$ cat config.mk
export PLATFORM = sky130hd
export DESIGN_NAME = msg_time_tag
export DESIGN_NICKNAME = d
export VERILOG_FILES = /design/src/rtl/tstamp_pkg.sv /design/src/rtl/tstamp_ctrl.sv /design/src/rtl/tstamp_dp.sv /design/src/rtl/msg_time_tag.sv
export SDC_FILE = /design/constraint.sdc
export NUM_CORES = 1
export LEC_CHECK = 0
export BUFFER_PORTS_ARGS = -buffer_cell sky130_fd_sc_hd__buf_2
export CAP_MARGIN = 20
export CORE_MARGIN = 1
export CORE_UTILIZATION = 52
export CTS_CLUSTER_SIZE = 25
export DETAILED_ROUTE_END_ITERATION = 10
export GPL_TIMING_DRIVEN = 0
export PLACE_DENSITY = 0.81
export SYNTH_ARGS = -nofsm -noshare
export SYNTH_HDL_FRONTEND = slang
export SYNTH_SLANG_ARGS = --single-unit
$ cat constraint.sdc
create_clock -name clk -period 3 [get_ports clk]
set_input_delay 0.3 -clock clk [delete_from_list [all_inputs] [get_ports clk]]
set_output_delay 0.3 -clock clk [all_outputs]
set_load 0.05 [all_outputs]
$ cat src/rtl/tstamp_pkg.sv
package tstamp_pkg;

  localparam int TAG_W   = 16;
  localparam int MAX_EXP = 6;   // largest divide exponent: 2^6 us

  typedef enum logic [1:0] {
    SRC_INT  = 2'd0,
    SRC_EXT  = 2'd1,
    SRC_SW   = 2'd2,
    SRC_STOP = 2'd3
  } tick_src_e;

  typedef struct packed {
    logic clr;   // synchronize clear
    logic ld;    // synchronize load
    logic wr;    // host write
    logic inc;   // tick
    logic cap;   // capture for a message
  } strobe_t;

endpackage

$ cat src/rtl/tstamp_ctrl.sv
module tstamp_ctrl
  import tstamp_pkg::*;
#(
  parameter int CLK_MHZ     = 16,
  parameter int SYNC_STAGES = 2
) (
  input  logic       clk,
  input  logic       rstN,
  input  logic [2:0] resSel,
  input  logic [1:0] srcSel,
  input  logic       extTick,
  input  logic       swStep,
  input  logic       hostWr,
  input  logic       syncClrEn,
  input  logic       syncLoadEn,
  input  logic       syncNoData,
  input  logic       syncWithData,
  input  logic       msgStart,
  output strobe_t    strb
);

  localparam int PRE_W = (CLK_MHZ > 1) ? $clog2(CLK_MHZ) : 1;
  localparam int DIV_W = MAX_EXP;
  localparam int EXT_W = SYNC_STAGES + 1;

  logic             usTick;
  logic [DIV_W-1:0] divCnt;
  logic [DIV_W-1:0] divLimit;
  logic             intTick;
  logic [EXT_W-1:0] extPipe;
  logic             extRise;
  logic             tick;
  tick_src_e        src;

  // 1 us base tick
  generate
    if (CLK_MHZ == 1) begin : g_noPre
      assign usTick = 1'b1;
    end else begin : g_pre
      logic [PRE_W-1:0] preCnt;
      always_ff @(posedge clk) begin
        if (!rstN) begin
          preCnt <= '0;
        end else if (preCnt == PRE_W'(CLK_MHZ - 1)) begin
          preCnt <= '0;
        end else begin
          preCnt <= preCnt + 1'b1;
        end
      end
      assign usTick = (preCnt == PRE_W'(CLK_MHZ - 1));

      AST_PRE_RANGE: assert property (@(posedge clk) disable iff (!rstN)
        int'(preCnt) < CLK_MHZ);
    end
  endgenerate

  // power-of-two divider; codes above the top exponent saturate
  always_comb begin
    int expVal;
    expVal = int'(resSel) + 1;
    if (expVal > MAX_EXP) expVal = MAX_EXP;
    divLimit = DIV_W'((1 << expVal) - 1);
  end

  assign intTick = usTick && (divCnt >= divLimit);

  always_ff @(posedge clk) begin
    if (!rstN) begin
      divCnt <= '0;
    end else if (usTick) begin
      divCnt <= intTick ? '0 : divCnt + 1'b1;
    end
  end

  // external oscillator: synchroniser plus one stage for edge detect
  always_ff @(posedge clk) begin
    if (!rstN) begin
      extPipe <= '0;
    end else begin
      extPipe <= {extPipe[EXT_W-2:0], extTick};
    end
  end
  assign extRise = extPipe[EXT_W-2] & ~extPipe[EXT_W-1];

  assign src = tick_src_e'(srcSel);

  always_comb begin
    unique case (src)
      SRC_INT:  tick = intTick;
      SRC_EXT:  tick = extRise;
      SRC_SW:   tick = swStep;
      default:  tick = 1'b0;
    endcase
  end

  // priority: clear, load, host write, tick
  always_comb begin
    strb.clr = syncNoData & syncClrEn;
    strb.ld  = ~strb.clr & syncWithData & syncLoadEn;
    strb.wr  = ~strb.clr & ~strb.ld & hostWr;
    strb.inc = ~strb.clr & ~strb.ld & ~strb.wr & tick;
    strb.cap = msgStart;
  end

  AST_ONE_ACTION: assert property (@(posedge clk) disable iff (!rstN)
    $onehot0({strb.clr, strb.ld, strb.wr, strb.inc}));

  AST_STOP_HOLD: assert property (@(posedge clk) disable iff (!rstN)
    (src == SRC_STOP) |-> !strb.inc);

endmodule

$ cat src/rtl/tstamp_dp.sv
module tstamp_dp
  import tstamp_pkg::*;
#(
  parameter int W = TAG_W
) (
  input  logic         clk,
  input  logic         rstN,
  input  strobe_t      strb,
  input  logic [W-1:0] hostData,
  input  logic [W-1:0] syncData,
  output logic [W-1:0] count,
  output logic [W-1:0] tagOut,
  output logic         tagValid,
  output logic         rollover
);

  logic [W-1:0] nextCount;
  logic         wrapNow;

  assign wrapNow = strb.inc & (&count);

  always_comb begin
    nextCount = count;
    if (strb.clr)      nextCount = '0;
    else if (strb.ld)  nextCount = syncData;
    else if (strb.wr)  nextCount = hostData;
    else if (strb.inc) nextCount = count + 1'b1;
  end

  always_ff @(posedge clk) begin
    if (!rstN) begin
      count    <= '0;
      rollover <= 1'b0;
      tagOut   <= '0;
      tagValid <= 1'b0;
    end else begin
      count    <= nextCount;
      rollover <= wrapNow;
      tagValid <= strb.cap;
      if (strb.cap) tagOut <= count;
    end
  end

  AST_WRAP_PULSE: assert property (@(posedge clk) disable iff (!rstN)
    (strb.inc && count == '1) |=> (rollover && count == '0));

  AST_NO_FALSE_WRAP: assert property (@(posedge clk) disable iff (!rstN)
    !strb.inc |=> !rollover);

  AST_CLEAR_ZERO: assert property (@(posedge clk) disable iff (!rstN)
    strb.clr |=> count == '0);

  AST_HOST_VALUE: assert property (@(posedge clk) disable iff (!rstN)
    strb.wr |=> count == $past(hostData));

  AST_IDLE_HOLD: assert property (@(posedge clk) disable iff (!rstN)
    !(strb.clr || strb.ld || strb.wr || strb.inc) |=> $stable(count));

  AST_CAPTURE: assert property (@(posedge clk) disable iff (!rstN)
    strb.cap |=> (tagValid && tagOut == $past(count)));

endmodule

$ cat src/rtl/msg_time_tag.sv
module msg_time_tag
  import tstamp_pkg::*;
#(
  parameter int CLK_MHZ = 16
) (
  input  logic              clk,
  input  logic              rstN,
  input  logic [2:0]        resSel,
  input  logic [1:0]        srcSel,
  input  logic              extTick,
  input  logic              swStep,
  input  logic              hostWr,
  input  logic [TAG_W-1:0]  hostData,
  input  logic              syncClrEn,
  input  logic              syncLoadEn,
  input  logic              syncNoData,
  input  logic              syncWithData,
  input  logic [TAG_W-1:0]  syncData,
  input  logic              msgStart,
  output logic [TAG_W-1:0]  count,
  output logic [TAG_W-1:0]  tagOut,
  output logic              tagValid,
  output logic              rollover
);

  strobe_t strb;

  tstamp_ctrl #(.CLK_MHZ(CLK_MHZ), .SYNC_STAGES(2)) u_ctrl (
    .clk          (clk),
    .rstN         (rstN),
    .resSel       (resSel),
    .srcSel       (srcSel),
    .extTick      (extTick),
    .swStep       (swStep),
    .hostWr       (hostWr),
    .syncClrEn    (syncClrEn),
    .syncLoadEn   (syncLoadEn),
    .syncNoData   (syncNoData),
    .syncWithData (syncWithData),
    .msgStart     (msgStart),
    .strb         (strb)
  );

  tstamp_dp #(.W(TAG_W)) u_dp (
    .clk      (clk),
    .rstN     (rstN),
    .strb     (strb),
    .hostData (hostData),
    .syncData (syncData),
    .count    (count),
    .tagOut   (tagOut),
    .tagValid (tagValid),
    .rollover (rollover)
  );

endmodule

## Word-level counts from Yosys, hierarchy flattened

Index checks and enable logic that the tools add are counted.

- Register bits: 47
- Input port bits: 47
- Output and inout port bits: 34
- Word-level logic and storage cells: 44

- Add/sub/neg operators: 5
- Magnitude comparators: 2
- Equal/unequal tests: 3
- Shift operators: 1
- Multiplexer cells: 6
- Bitwise operators: 14
- Reduce and logical (&&, ||, !) cells: 6

Operators with widths:

| cell | count |
|---|---|
| $mux W16 | 3 |
| $gt A32 B4 Y1 const B | 1 |
| $mux W32 | 1 |
| $shl A1 B32 Y6 const A | 1 |
| $add A16 B1 Y16 const B | 1 |
| $reduce_and A16 Y1 | 1 |
| $and A1 B1 Y1 | 9 |
| $add A6 B1 Y6 const B | 1 |
| $ge A6 B6 Y1 | 1 |
| $mux W6 | 1 |
| $sub A6 B2 Y6 const B | 1 |
| $not A1 Y1 | 5 |
| $add A3 B1 Y4 const B | 1 |
| $add A4 B1 Y4 const B | 1 |
| $eq A4 B4 Y1 const B | 1 |
| $reduce_or A2 Y1 | 2 |
| $pmux W1 S3 | 1 |
| $reduce_bool A3 Y1 | 1 |
| $eq A2 B1 Y1 const B | 1 |
| $eq A2 B2 Y1 const B | 1 |
| $logic_not A2 Y1 | 1 |
| $logic_and A1 B1 Y1 | 1 |

## Depth between registers and ports, before layout

- Depth after elaboration: 13
- Depth in mapped cells: 15

## Hierarchy

From an unflattened synthesis, not the netlist that was laid out.

- Cell total of the unflattened synthesis: 312
- Area, all modules: 2732.6 um^2

By module, submodules not included:

| module | instances | cells an instance | area each (um^2) | sequential area each (um^2) |
|---|---|---|---|---|
| tstamp_dp | 1 | 213 | 1861.8 | 680.7 |
| tstamp_ctrl | 1 | 99 | 870.8 | 260.2 |

## Worst setup path after synthesis

OpenSTA, ideal clock, no wires.

- Kind: in2reg
- Start point: input resSel[0]
- End point: register u_dp.count[6]
- Setup time: 0.118 ns
- Data arrival time: 2.650 ns
- Path slack: 0.232 ns
- Stages: 13
- Cell sequence: ha_1 nand2_1 a21oi_1 or2_2 a21o_1 ha_1 a21o_1 a2111oi_2 a21bo_2 a21o_4 buf_6 o21ai_1 a21oi_1

- Cells in the longest elaborated chain, start to end: 10

Ends and longest elaborated chain:

| what | line | RTL |
|---|---|---|
| start: declaration | msg_time_tag.sv:8 | `input logic [2:0] resSel,` |
| $add A3 B1 Y4 * | tstamp_ctrl.sv:60 | `expVal = int'(resSel) + 1;` |
| $gt A32 B4 Y1 | tstamp_ctrl.sv:61 | `if (expVal > MAX_EXP) expVal = MAX_EXP;` |
| $mux W32 * | tstamp_ctrl.sv:61 |  |
| $shl A1 B32 Y6 * | tstamp_ctrl.sv:62 | `divLimit = DIV_W'((1 << expVal) - 1);` |
| $sub A6 B2 Y6 * | tstamp_ctrl.sv:62 |  |
| $ge A6 B6 Y1 * | tstamp_ctrl.sv:65 | `assign intTick = usTick && (divCnt >= divLimit);` |
| $logic_and A1 B1 Y1 * | tstamp_ctrl.sv:65 |  |
| $pmux W1 S3 * | tstamp_ctrl.sv:88 | `unique case (src)` |
| $and A1 B1 Y1 * | tstamp_ctrl.sv:101 | `strb.inc = ~strb.clr & ~strb.ld & ~strb.wr & tick;` |
| $reduce_bool A3 Y1 (no line) * | - |  |
| end signal: assignment | tstamp_dp.sv:37 | `count <= nextCount;` |
| end: declaration | tstamp_dp.sv:11 | `output logic [W-1:0] count,` |

Every way passes the cells marked *; elsewhere a longest branch is shown, timed or not.
A chain may end at the register's enable or synchronous reset.

## Worst setup path after layout

- Start point: input resSel[0]
- End point: register u_dp.count[7]

The elaborated chain is that of the path after synthesis.

==> flow_metrics.env <==
export IMPL_antenna_found_initial=0
export IMPL_clock_sinks=47
export IMPL_cp_end_kind="register"
export IMPL_dr_total_vias=2620
export IMPL_grt_pass1_vias=2451
export IMPL_die_x_um=73.7
export IMPL_place_gp_congestion=0.897
export IMPL_p_total_w=0.00160
export IMPL_path_clk_slew_ns=0.09
export IMPL_holdCritPathClass="in2reg"
export IMPL_yosysTopAreaCell="dfxtp_1"
export IMPL_grt_max_degree=16
export IMPL_synth_warnings=0
export IMPL_ioPinCount=81
export IMPL_die_y_um=73.7
export IMPL_synth_edff_count=0
export IMPL_critPathArrivalTime_ns=3.00
export IMPL_finalSetupViolations=0
export IMPL_stdcell_count=469
export IMPL_track_usage_pct=25.9
export IMPL_grt_pass1_wl_um=10800
export IMPL_post_route_period_util_pct=93.6
export IMPL_drv_slew=0
export IMPL_ctsLongestPathBuffers=2
export IMPL_avgSynthCellArea_um2=8.45
export IMPL_outcome="complete, no violations"
export IMPL_drive_above_1_share_pct=25.9
export IMPL_seq_area_frac_synth_pct=35.2
export IMPL_cts_tree="yes"
export IMPL_maxSlewHeadroom_pct=54.3
export IMPL_port_buffers=78
export IMPL_yosysUniqueCellTypes=47
export IMPL_core_um2=4820
export IMPL_post_cts_setup_buffers=0
export IMPL_drtIter0Drc=205
export IMPL_totalWireLength_um=6690
export IMPL_post_synth_top_area_fraction_pct=35.2
export IMPL_cts_buffers=5
export IMPL_fin_nets=460
export IMPL_use_met3_pct=6.17
export IMPL_h_tree_depth=2
export IMPL_synthTopCellsByArea="dfxtp_1 (35%), mux2i_1 (6.0%), a21oi_1 (5.8%)"
export IMPL_use_met2_pct=40.5
export IMPL_cts_root_buf="clkbuf_8"
export IMPL_cap_violations=0
export IMPL_n_antenna_cell=0
export IMPL_drc=0
export IMPL_dpl_cell_count=461
export IMPL_wl_per_cell_um=14.3
export IMPL_synthCells=316
export IMPL_leakage_nw=1.45
export IMPL_syn_num_nets=375
export IMPL_yosysMostFrequentCell="dfxtp_1"
export IMPL_area_growth_pct=23.0
export IMPL_ys_ff_latch=47
export IMPL_synth_area_um2=2670
export IMPL_initial_utilization_pct=55.4
export IMPL_critical_path_peak_fanout=10
export IMPL_rsz0062_at_grt="false"
export IMPL_startpoint_type="primary input"
export IMPL_peakVddDrop_mv=0.356
export IMPL_dpl_hpwl_um=5040
export IMPL_overflow=0
export IMPL_first_pass_iters=5
export IMPL_synth_ff_type="dfxtp_1"
export IMPL_clkLatencyLatePin_ns=0.30
export IMPL_rows=25
export IMPL_fin_ws_ns=0.192
export IMPL_dp_worst_setup_slack_ns=-0.100
export IMPL_fin_crit_ns=2.81
export IMPL_path_class="in2reg"
export IMPL_top_usage_layer="met2"
export IMPL_fmax_mhz=356
export IMPL_crit_required_ns=3.19
export IMPL_fin_util_pct=68.2
export IMPL_vias_per_cell=5.59
export IMPL_fin_skew_ns=0.00408
export IMPL_die_area_um2=5430
export IMPL_worst_slew_pin_slew_ns=0.685
export IMPL_synthArstFlopShare_pct=0
export IMPL_hold_ws_ns=0.217
export IMPL_ys_top_cells_by_count="dfxtp_1 (47), a21oi_1 (31), nand2_1 (27)"
export IMPL_hold_viol_final=0
export IMPL_pwr_density_cell_nw_per_um2=487
export IMPL_grt_use_met1_pct=33.8
export IMPL_ant_nets=0
-- repair_timing --
action | in CTS | in global routing
hold endpoints to repair | 0 | 0
setup endpoints to repair | 0 | 2
gates resized for setup | 0 | 1
hold buffers | 0 | 0
-- routing by layer --
metal	vias to the layer above	routed length, µm
met3	17	524
met4	0	123
met5	-	0
met2	120	3010
li1	1313	-
met1	1170	3030
-- sequential cells by signal, summed over array words and instances (netlist names) --
| name | flops |
|---|---|
| u_ctrl.divCnt | 6 |
| u_ctrl.extPipe | 3 |
| u_ctrl.g_pre.preCnt | 4 |
| u_dp.count | 16 |
| u_dp.rollover | 1 |
| u_dp.tagOut | 16 |
| u_dp.tagValid | 1 |
-- critical path, cell delays in order --
cell,delay (ns)
buf_2,0.15
inv_1,0.09
ha_1,0.35
o211ai_1,0.18
o221ai_1,0.13
a21oi_1,0.13
nor2_1,0.05
a31oi_1,0.17
ha_1,0.29
a2111oi_2,0.30
a21bo_2,0.30
a21o_4,0.23
buf_6,0.15
o21ai_2,0.13
a21oi_2,0.05
-- layout by cell type (no fill, tap or decap), types with 2 or more instances in the layout --
cell,n
nor2_1,19
ha_1,12
and4_1,2
and3_1,5
mux2i_1,16
xnor2_1,8
nor3_1,5
o31ai_1,2
o21ai_0,16
o211ai_1,4
o21ai_1,9
nor2b_1,17
nand2b_1,2
a211oi_1,6
buf_2,82
nand2_1,27
dfxtp_1,47
inv_1,5
nand3b_1,2
a221oi_1,2
clkbuf_8,5
o221ai_1,2
xor2_1,9
bufinv_16,2
nand3_2,2
a21oi_1,31
a21o_1,2
buf_6,2
a22oi_1,4
clkbuf_1,10
nand3_1,14
and2_1,7
nand4_1,6
-- area by class of cell --
type	count	area, µm²
clock buffers	5	68.8
multi-input cells	248	1630
fillers	425	1530
inverters	5	18.8
flip-flops and latches	47	941
well taps	67	83.8
plain buffers	16	80.1
clock inverters	3	67.6
repair buffers	78	390
-- metrics by stage --
step                      instance area, µm²  setup TNS, ns
after global placement                  3140         -0.283
after floorplan                         2670              0
after global routing                    3280              0
after CTS                               3280              0
after detailed placement                3140         -0.971
final                                   3280              0
-- path summary, 6_finish.rpt --
path / start / to / slack (ns) / cells past startpoint
worst max-delay path: resSel[0] / u_dp.count[7] / 0.19 / 15
worst max register to register: u_ctrl.divCnt[4] / u_dp.count[7] / 0.83 / 8
worst min-delay path: extTick / u_ctrl.extPipe[0] / 0.22 / 2
worst min register to register: u_ctrl.extPipe[0] / u_ctrl.extPipe[1] / 0.46 / 1
-- cells by family after synthesis --
| group | after synthesis | share of synthesized area [%] |
|---|---|---|
| flip-flops | 47 | 35.2 |
| AO/OA/AOI/OAI | 90 | 21.3 |
| AND/OR/NAND/NOR | 113 | 22.5 |
| XOR/XNOR | 17 | 5.58 |
| multiplexers | 16 | 6.00 |
| adder cells (fa/ha/maj) | 12 | 5.62 |
| buffers and inverters | 21 | 3.70 |
-- where the power goes --
part           total (W)  switching [W]  internal, W
combinational   0.000359       0.000233     0.000126
clock           0.000551       0.000219     0.000332
sequential      0.000690      0.0000364     0.000654
total            0.00160       0.000488      0.00111
No activity file was read; power rests on OpenSTA's default activity.
